`config.mk`:
```
export PLATFORM = sky130hd
export DESIGN_NAME = stride_prefetcher
export DESIGN_NICKNAME = d
export VERILOG_FILES = /design/src/rtl/spf_pkg.sv /design/src/rtl/spf_pick.sv /design/src/rtl/spf_lru.sv /design/src/rtl/stride_prefetcher.sv
export SDC_FILE = /design/constraint.sdc
export NUM_CORES = 2
export LEC_CHECK = 0
export ABC_AREA = 1
export BUFFER_PORTS_ARGS = -buffer_cell sky130_fd_sc_hd__buf_2
export CAP_MARGIN = 0
export CORE_MARGIN = 2
export CORE_UTILIZATION = 52
export DETAILED_ROUTE_END_ITERATION = 10
export PLACE_DENSITY = 0.74
export SKIP_CTS_REPAIR_TIMING = 1
export SYNTH_ARGS = -nofsm -noshare
export SYNTH_HDL_FRONTEND = slang
export SYNTH_SLANG_ARGS = --single-unit
export TNS_END_PERCENT = 1
```
`constraint.sdc`:
```
create_clock -name clk -period 18.3 [get_ports clk]
set_clock_uncertainty 0.2 [all_clocks]
set_input_delay 1.83 -clock clk [delete_from_list [all_inputs] [get_ports clk]]
set_output_delay 1.83 -clock clk [all_outputs]
set_load 0.03 [all_outputs]
```
`src/rtl/spf_pkg.sv`:
```
package spf_pkg;
  // Prefetch progress of one confirmed-table entry
  typedef enum logic [1:0] {
    PF_IDLE = 2'd0,  // may issue on the next matching observation
    PF_WAIT = 2'd1,  // prefetch computed, waiting for the output slot
    PF_INFL = 2'd2   // handed to the arbiter, waiting for fill acknowledge
  } pf_state_e;
endpackage

```
`src/rtl/spf_pick.sv`:
```
// Lowest-index selector over a request vector.
module spf_pick #(
  parameter int N  = 4,
  parameter int IW = 2
) (
  input  logic [N-1:0]  req,
  output logic          any,
  output logic [IW-1:0] idx
);
  always_comb begin
    any = |req;
    idx = '0;
    for (int i = N - 1; i >= 0; i--) begin
      if (req[i]) idx = i[IW-1:0];
    end
  end
endmodule

```
`src/rtl/spf_lru.sv`:
```
// Recency ranking: rank 0 is most recently touched, rank N-1 is the victim.
module spf_lru #(
  parameter int N  = 4,
  parameter int IW = 2
) (
  input  logic          clk,
  input  logic          rst_n,
  input  logic          touch,
  input  logic [IW-1:0] touch_idx,
  output logic [IW-1:0] oldest_idx
);
  logic [IW-1:0] rank [N];
  logic [N-1:0]  oldest_vec;
  logic          oldest_any;

  always_ff @(posedge clk) begin
    if (!rst_n) begin
      for (int i = 0; i < N; i++) rank[i] <= i[IW-1:0];
    end else if (touch) begin
      for (int i = 0; i < N; i++) begin
        if (i[IW-1:0] == touch_idx)          rank[i] <= '0;
        else if (rank[i] < rank[touch_idx]) rank[i] <= rank[i] + 1'b1;
      end
    end
  end

  for (genvar g = 0; g < N; g++) begin : g_old
    assign oldest_vec[g] = (rank[g] == IW'(N - 1));
  end

  spf_pick #(.N(N), .IW(IW)) u_old (.req(oldest_vec), .any(oldest_any), .idx(oldest_idx));

  // the ranks stay a permutation, so exactly one victim exists
  always @(posedge clk) begin
    if (rst_n) begin
      lru_single_victim_chk: assert ($countones(oldest_vec) == 1 && oldest_any)
        else $error("lru: victim not unique");
    end
  end
endmodule

```
`src/rtl/stride_prefetcher.sv`:
```
module stride_prefetcher
  import spf_pkg::*;
#(
  parameter int PC_W    = 16,
  parameter int AW      = 32,
  parameter int ENTRIES = 4
) (
  input  logic            clk,
  input  logic            rst_n,
  input  logic            obs_valid,
  input  logic [PC_W-1:0] obs_pc,
  input  logic [AW-1:0]   obs_addr,
  output logic            pf_req_valid,
  output logic [AW-1:0]   pf_req_addr,
  input  logic            pf_req_ready,
  input  logic            fill_ack_valid,
  input  logic [AW-1:0]   fill_ack_addr
);
  localparam int IW = (ENTRIES > 1) ? $clog2(ENTRIES) : 1;

  // Address arithmetic, wrapping modulo 2^AW
  function automatic logic [AW-1:0] addr_gap(input logic [AW-1:0] now, input logic [AW-1:0] prev);
    return now - prev;
  endfunction
  function automatic logic [AW-1:0] predict(input logic [AW-1:0] now, input logic [AW-1:0] gap);
    return now + gap;
  endfunction

  // Candidate table
  logic            cand_v    [ENTRIES];
  logic [PC_W-1:0] cand_pc   [ENTRIES];
  logic [AW-1:0]   cand_last [ENTRIES];
  logic [AW-1:0]   cand_gap  [ENTRIES];
  logic            cand_hasg [ENTRIES];
  // Confirmed table
  logic            str_v     [ENTRIES];
  logic [PC_W-1:0] str_pc    [ENTRIES];
  logic [AW-1:0]   str_last  [ENTRIES];
  logic [AW-1:0]   str_gap   [ENTRIES];
  pf_state_e       str_st    [ENTRIES];
  logic [AW-1:0]   str_pf    [ENTRIES];
  // Output slot
  logic            out_v;
  logic [AW-1:0]   out_addr;

  logic [ENTRIES-1:0] c_hit_vec, s_hit_vec, c_free_vec, s_free_vec, s_wait_vec, dup_vec;
  logic          c_hit, s_hit, c_free_any, s_free_any, wait_any;
  logic [IW-1:0] c_hit_idx, s_hit_idx, c_free_idx, s_free_idx, wait_idx;
  logic [IW-1:0] c_old_idx, s_old_idx, c_alloc_idx, s_alloc_idx, issue_idx, c_touch_idx;

  for (genvar g = 0; g < ENTRIES; g++) begin : g_vec
    assign c_hit_vec[g]  = obs_valid && cand_v[g] && (cand_pc[g] == obs_pc);
    assign s_hit_vec[g]  = obs_valid && str_v[g] && (str_pc[g] == obs_pc);
    assign c_free_vec[g] = !cand_v[g];
    assign s_free_vec[g] = !str_v[g];
    assign s_wait_vec[g] = str_v[g] && (str_st[g] == PF_WAIT);
  end

  always_comb begin
    for (int i = 0; i < ENTRIES; i++) begin
      dup_vec[i] = 1'b0;
      for (int j = 0; j < ENTRIES; j++) begin
        if (str_v[i] && cand_v[j] && str_pc[i] == cand_pc[j]) dup_vec[i] = 1'b1;
      end
    end
  end

  spf_pick #(.N(ENTRIES), .IW(IW)) u_chit  (.req(c_hit_vec),  .any(c_hit),      .idx(c_hit_idx));
  spf_pick #(.N(ENTRIES), .IW(IW)) u_shit  (.req(s_hit_vec),  .any(s_hit),      .idx(s_hit_idx));
  spf_pick #(.N(ENTRIES), .IW(IW)) u_cfree (.req(c_free_vec), .any(c_free_any), .idx(c_free_idx));
  spf_pick #(.N(ENTRIES), .IW(IW)) u_sfree (.req(s_free_vec), .any(s_free_any), .idx(s_free_idx));
  spf_pick #(.N(ENTRIES), .IW(IW)) u_wait  (.req(s_wait_vec), .any(wait_any),   .idx(wait_idx));

  // Named internal events
  logic [AW-1:0] gap_s, gap_c, issue_addr;
  logic          stride_match, promote, new_cand, issue_fire, issue_on_busy;
  logic          slot_load, cand_touch, str_touch;

  always_comb begin
    gap_s        = addr_gap(obs_addr, str_last[s_hit_idx]);
    gap_c        = addr_gap(obs_addr, cand_last[c_hit_idx]);
    stride_match = s_hit && (gap_s == str_gap[s_hit_idx]);
    promote      = !s_hit && c_hit && cand_hasg[c_hit_idx] && (gap_c == cand_gap[c_hit_idx]);
    new_cand     = obs_valid && !s_hit && !c_hit;
    s_alloc_idx  = s_free_any ? s_free_idx : s_old_idx;
    c_alloc_idx  = c_free_any ? c_free_idx : c_old_idx;
    issue_idx    = s_hit ? s_hit_idx : s_alloc_idx;
    issue_fire   = (stride_match && gap_s != '0 && str_st[s_hit_idx] == PF_IDLE) ||
                   (promote && gap_c != '0);
    issue_on_busy = issue_fire && s_hit && (str_st[s_hit_idx] != PF_IDLE);
    issue_addr   = predict(obs_addr, s_hit ? gap_s : gap_c);
    slot_load    = wait_any && (!out_v || pf_req_ready);
    str_touch    = s_hit || promote;
    cand_touch   = (c_hit && !promote && !s_hit) || new_cand;
    c_touch_idx  = c_hit ? c_hit_idx : c_alloc_idx;
  end

  spf_lru #(.N(ENTRIES), .IW(IW)) u_clru (.clk(clk), .rst_n(rst_n), .touch(cand_touch),
    .touch_idx(c_touch_idx), .oldest_idx(c_old_idx));
  spf_lru #(.N(ENTRIES), .IW(IW)) u_slru (.clk(clk), .rst_n(rst_n), .touch(str_touch),
    .touch_idx(issue_idx), .oldest_idx(s_old_idx));

  // Confirmed table and output slot
  always_ff @(posedge clk) begin
    if (!rst_n) begin
      out_v    <= 1'b0;
      out_addr <= '0;
      for (int i = 0; i < ENTRIES; i++) begin
        str_v[i] <= 1'b0; str_pc[i] <= '0; str_last[i] <= '0;
        str_gap[i] <= '0; str_st[i] <= PF_IDLE; str_pf[i] <= '0;
      end
    end else begin
      if (out_v && pf_req_ready) out_v <= 1'b0;
      if (slot_load) begin
        out_v            <= 1'b1;
        out_addr         <= str_pf[wait_idx];
        str_st[wait_idx] <= PF_INFL;
      end
      for (int i = 0; i < ENTRIES; i++) begin
        if (fill_ack_valid && str_st[i] == PF_INFL && str_pf[i] == fill_ack_addr)
          str_st[i] <= PF_IDLE;
      end
      if (s_hit) begin
        str_last[s_hit_idx] <= obs_addr;
        str_gap[s_hit_idx]  <= gap_s;
      end
      if (promote) begin
        str_v[s_alloc_idx]    <= 1'b1;
        str_pc[s_alloc_idx]   <= obs_pc;
        str_last[s_alloc_idx] <= obs_addr;
        str_gap[s_alloc_idx]  <= gap_c;
        str_st[s_alloc_idx]   <= PF_IDLE;
      end
      if (issue_fire) begin
        str_st[issue_idx] <= PF_WAIT;
        str_pf[issue_idx] <= issue_addr;
      end
    end
  end

  // Candidate table
  always_ff @(posedge clk) begin
    if (!rst_n) begin
      for (int i = 0; i < ENTRIES; i++) begin
        cand_v[i] <= 1'b0; cand_pc[i] <= '0; cand_last[i] <= '0;
        cand_gap[i] <= '0; cand_hasg[i] <= 1'b0;
      end
    end else if (promote) begin
      cand_v[c_hit_idx] <= 1'b0;
    end else if (c_hit && !s_hit) begin
      cand_last[c_hit_idx] <= obs_addr;
      cand_gap[c_hit_idx]  <= gap_c;
      cand_hasg[c_hit_idx] <= 1'b1;
    end else if (new_cand) begin
      cand_v[c_alloc_idx]    <= 1'b1;
      cand_pc[c_alloc_idx]   <= obs_pc;
      cand_last[c_alloc_idx] <= obs_addr;
      cand_hasg[c_alloc_idx] <= 1'b0;
    end
  end

  assign pf_req_valid = out_v;
  assign pf_req_addr  = out_addr;


  req_hold_chk: assert property (@(posedge clk) disable iff (!rst_n)
    pf_req_valid && !pf_req_ready |=> pf_req_valid && $stable(pf_req_addr))
    else $error("request changed before grant");

  zero_stride_chk: assert property (@(posedge clk) disable iff (!rst_n)
    issue_fire |-> issue_addr != obs_addr)
    else $error("prefetch issued for zero stride");

  one_outstanding_chk: assert property (@(posedge clk) disable iff (!rst_n)
    !issue_on_busy)
    else $error("second prefetch for a busy entry");

  no_dup_pc_chk: assert property (@(posedge clk) disable iff (!rst_n)
    dup_vec == '0)
    else $error("pc held in both tables");

  single_hit_chk: assert property (@(posedge clk) disable iff (!rst_n)
    $onehot0(s_hit_vec) && $onehot0(c_hit_vec))
    else $error("multiple table hits");

  slot_fill_chk: assert property (@(posedge clk) disable iff (!rst_n)
    slot_load |=> pf_req_valid)
    else $error("loaded slot not offered");
endmodule

```
# --- Word-level counts from Yosys, hierarchy flattened ---
# Memories as Yosys holds them, arrays and structs flattened. A register that Yosys moved wholly into a read port is not among the register bits.
# Cells that the tools add are included.
word_totals:
  reg_bits: 1
  ram_bits: 804
  inputBits: 85
  out_inout_bits: 33
  wordCells: 379
  n_memories: 13
memory_table:
  columns: ["memory", "words", "width", "rd", "rd_ports_with_merged_regs", "wr", "line", "text"]
  rows:
  - ["cand_gap", 4, 32, 1, 0, 4, "stride_prefetcher.sv:33", "logic [AW-1:0] cand_gap [ENTRIES];"]
  - ["cand_last", 4, 32, 1, 0, 4, "stride_prefetcher.sv:32", "logic [AW-1:0] cand_last [ENTRIES];"]
  - ["str_gap", 4, 32, 1, 0, 4, "stride_prefetcher.sv:39", "logic [AW-1:0] str_gap [ENTRIES];"]
  - ["str_last", 4, 32, 1, 0, 4, "stride_prefetcher.sv:38", "logic [AW-1:0] str_last [ENTRIES];"]
  - ["str_pf", 4, 32, 5, 1, 4, "stride_prefetcher.sv:41", "logic [AW-1:0] str_pf [ENTRIES];"]
  - ["cand_pc", 4, 16, 4, 0, 4, "stride_prefetcher.sv:31", "logic [PC_W-1:0] cand_pc [ENTRIES];"]
  - ["+7 memories", null, null, null, null, null, null, null]
classes:
  addsub: 11
  order_cmp: 8
  n_eq_ne: 36
  muxes: 206
  bitwise_logic: 20
  n_reduce_logical: 84
op_table:
  columns: ["op", "n"]
  rows:
  - ["$mux 32", 9]
  - ["$reduce_or 32->1", 8]
  - ["$eq 32x32->1", 6]
  - ["$mux 2", 67]
  - ["$eq 16x16->1", 8]
  - ["$mux 1", 128]
  - ["$reduce_bool 32->1", 2]
  - ["$sub 32x32->32", 2]
  - ["$logic_and 1x1->1", 41]
  - ["$add 32x32->32", 1]
  - ["$mux 16", 2]
  - ["$reduce_or 16->1", 2]
  - ["$eq 2x2->1 const B", 12]
  - ["$or 1x1->1", 20]
  - ["$reduce_or 4->1", 5]
  - ["$add 2x1->2 const B", 8]
  - ["$lt 2x2->1", 8]
  - ["$logic_not 1->1", 13]
  - ["$eq 2x1->1 const B", 4]
  - ["$eq 2x2->1 const A", 4]
  - ["$logic_not 2->1", 3]
  - ["$reduce_or 1->1", 5]
  - ["$eq 1x2->1 const A", 2]
  - ["$logic_or 1x1->1", 4]
  - ["$reduce_bool 2->1", 1]

# --- Longest topological paths before layout ---
# An unclocked memory read counts as a cell.
depth:
  depth_word: 19
  ltp_mapped: 48
  depth_no_buf: 44

# --- Modules after synthesis ---
# Synthesis repeated with hierarchy kept, for this count alone.
unflattened:
  hier_cells: 5739
  area_unflattened_um2: 48502.8
modules_own_cells:
  columns: ["module", "n_inst", "cells_per_inst", "area_each_um2", "seq_area_each_um2"]
  rows:
  - ["stride_prefetcher", 1, 5502, 46802.4, 24153.2]
  - ["spf_lru", 2, 87, 688.2, 240.2]
  - ["spf_pick", 7, 9, 46.3, 0.0]

# --- Worst setup path before layout ---
# OpenSTA, ideal clock, no wires.
synth_path:
  path_type: "input -> register"
  from: "input port obs_pc[9]"
  to: "memory cand_hasg[3] (enable)"
  arrival_ns: 8.627
  required_time_ns: 17.631
  slack_ns: 9.004
  stages: 34
  path_buffers: 4
  path_cell_list: "buf_2 > inv_2 > or2_1 > nor3b_1 > nand2_1 > nor2_1 > nand3_1 > nand2_4 > nand2_2 > buf_6 > inv_2 > clkbuf_1 > clkbuf_1 > nand2_1 > a31o_2 > ha_1 > a21oi_1 > o21ai_0 > a21oi_1 > nand3_1 > a21bo_2 > nand2_1 > nand2_1 > xnor2_1 > nand2_1 > nand2_1 > inv_1 > nand3_1 > nor2_4 > nand3_4 > nand2_1 > nand2_2 > inv_2 > o21ai_0"
synth_lines:
  columns: ["item", "line", "text"]
  rows:
  - ["start, declared", "stride_prefetcher.sv:11", "input logic [PC_W-1:0] obs_pc,"]
  - ["end, declared", "stride_prefetcher.sv:34", "logic cand_hasg [ENTRIES];"]

==> results.cfg <==
[run_status]
outcome = complete, no violations

[cts]
path_clk_slew_ns = 0.06
h-tree-depth = 3
clock-sinks = 837
root_buffer = clkbuf_16
numCtsBuffers = 91
cts_tree = done
clock_latency_ns = 0.71
cts.path.max_buffers = 3

[die]
initial_core_util_pct = 52.46
die_width_um = 308.1
ios = 118
rows = 111
die-area_um2 = 94930
coreArea_um2 = 91660
die_h_um = 308.1

[synthesis]
muxShareOfSynthArea_pct = 0
synth-adder-area-share_pct = 2.987
synthTopCellsByArea = edfxtp_1, nand2_1, nor2_1
synthCells = 5634
synth_compound_area_share_pct = 8.310
yosysTopAreaCell = edfxtp_1
synth_top_area_share_pct = 49.14
synth_xor_area_share_pct = 3.806
synth_edf_count = 787
synth_top_family_by_area = simple AND/OR/NAND/NOR gates
synthFlopType = edfxtp_1
ys_seq_elements = 837
synth_seq_area_share_pct = 51.22
synth_warnings = 0
synth_nets = 5832
synth_area_um2 = 48090
avgSynthCellArea_um2 = 8.536
synthSimpleGateAreaFrac_pct = 26.24
async_reset_ff_share_pct = 0
ys_types = 70

[setup_path]
critPathRequiredTime_ns = 18.25
cp-start-kind = input pin
cp_max_fo = 65
critical_path_class = input pin to flop
r2r_cells = 33
critPathMaxStageDelay_ns = 0.95
cp_data_arrival_time_ns = 11.68
end_kind = flop
worst_path_most_repeated_cell = nand2_1
slowest_stage = inv_2

[timing]
slew_viol_final = 0
worstMarginPinSlew_ns = 1.269
layout_setup_ws_ns = 6.571
hold_viol_final = 0
maxSlewHeadroom_pct = 14.80
timing.setup.tns_ns = 0
period_minus_slack_ns = 11.73
fmax_ghz = 0.08526
rsz0062_at_grt = false
timing.hold.ws_ns = 0.2741
fin_crit_sh_pct = 64.09
finalSetupViolCount = 0

[cells_and_area]
layout-drive-gt1-share_pct = 8.390
fin_nets = 5870
area_delta_synth_final_pct = 8.885
layout_commonest_cell = nand2_1
final_area_um2 = 52360
final_cell_mix = nand2_1, nor2_1, edfxtp_1
fin_util_pct = 57.13

[routing]
drc = 0
vias_per_cell = 5.967
dr.pass1.iters = 7
wl_per_cell_um = 24.33
first_iter_violations = 5521
ant_nets = 0
totalWireLength_mm = 168.7
via_count = 41360

[worst_hold_path]
holdPathStages = 2
hold_path_class = flop to flop

[power]
peakVddDrop_v = 0.0001139
p_leak_nw = 22.24
power_density_nw_per_um2 = 93.54

[global_routing]
grt_max_degree = 74
grt_use_met3_pct = 6.652
grt_pass1_vias = 38870
busiest_layer = met2
gr-total-overflow = 0
grt_usage_pct = 35.15
grt.met1_usage_pct = 47.34
grt_pass1_wl_mm = 247.6
grt.met2_usage_pct = 55.57
antenna_found_initial = 5

[place]
dp_hpwl_mm = 115.6
pre_cts_ws_ns = 6.192
io_buffers = 117
globalplace.congestion = 1.011
place_area_um2 = 49470

[job]
maxCapViolations = 0
## critical path, delay by kind of cell
| family | cells | cell delay [ns] |
|---|---|---|
| compound gates | 4 | 0.65 |
| buf+inv | 7 | 3.13 |
| simple gates | 23 | 4.61 |
| xor+xnor | 1 | 0.75 |
| fa+ha+maj | 1 | 0.45 |
## cells by family (layout without fill, tap and decap cells)
family | count (synthesis) | after routing
AOI/OAI and AO/OA | 619 | 619
xor gates and xnor gates | 209 | 209
adders and majority gates | 113 | 113
buffers and inverters | 846 | 957
DFF | 837 | 837
other | 0 | 1
and+or+nand+nor | 3010 | 3010
## through the flow
step	power, W	instances
final	0.004898	6932
after detailed placement	0.003078	6765
after floorplan	0.002740	5634
after CTS	0.004872	6931
after global placement	0.003072	6765
after global routing	0.005033	6931
## registers in the layout, indices dropped and copies added (netlist names)
| name | cells |
|---|---|
| cand_gap | 128 |
| cand_last | 128 |
| str_gap | 128 |
| str_last | 128 |
| str_pf | 128 |
| cand_pc | 64 |
| str_pc | 64 |
| pf_req_addr | 32 |
| str_st | 8 |
| u_clru.rank | 8 |
| u_slru.rank | 8 |
| cand_hasg | 4 |
| cand_v | 4 |
| str_v | 4 |
| pf_req_valid | 1 |
## cells in the mapped netlist, types with 5 or more instances
cell / count
nand2_1: 1298
nor2_1: 1028
edfxtp_1: 787
inv_1: 579
nand3_1: 347
a21oi_1: 183
xor2_1: 132
o21ai_0: 130
ha_1: 110
buf_2: 87
nor3_1: 81
xnor2_1: 77
clkbuf_1: 76
nand4_1: 65
dfxtp_1: 50
nand3b_1: 41
nor2_2: 40
o21bai_1: 40
buf_4: 38
a31oi_1: 34
a221oi_1: 33
a22oi_1: 30
a31o_2: 29
a32o_1: 29
o211ai_1: 29
inv_2: 26
or2_2: 23
nor4_1: 20
buf_1: 18
a21o_1: 15
nand2_2: 15
or2_1: 15
buf_6: 13
o21a_1: 11
o22ai_1: 11
nor3b_1: 7
a21boi_0: 6
and2_1: 6
o21ai_1: 6
o221ai_1: 6
and3_1: 5
nand3_2: 5
o2111ai_1: 5
## routing by layer
metal | part of all wire, % | wire length, µm
met4 | 4.8 | 8073
met1 | 39 | 66020
met3 | 11 | 18070
met5 | 0.016 | 27
met2 | 45 | 76490
## path summary, 6_finish.rpt
| kind | end | startpoint | slack (ns) |
|---|---|---|---|
| worst max-delay path | str_last[2][11] | obs_pc[3] | 6.57 |
| worst min register to register | cand_hasg[1] | cand_hasg[1] | 0.27 |
| worst min-delay path | cand_hasg[1] | cand_hasg[1] | 0.27 |
| worst max register to register | str_last[2][11] | cand_pc[1][8] | 7.71 |
## final cells by class
type / count / area, µm²
Fill cell: 8188 / 39300
Timing Repair Buffer: 181 / 1069
Antenna cell: 1 / 2.502
Clock inverter: 51 / 491.7
Sequential cell: 837 / 24630
Inverter: 610 / 2292
Multi-Input combinational cell: 3951 / 19990
Tap cell: 1186 / 1484
Clock buffer: 115 / 2397
## report_power, final
part / leakage (nW) / internal, W / total, W / switching [W]
Sequential: 8.46 / 0.00217 / 0.00220 / 0.0000346
Combinational: 12.4 / 0.000222 / 0.000872 / 0.000650
Clock: 1.39 / 0.00102 / 0.00182 / 0.000807
Note: power is estimated with default switching activity, not from simulation.
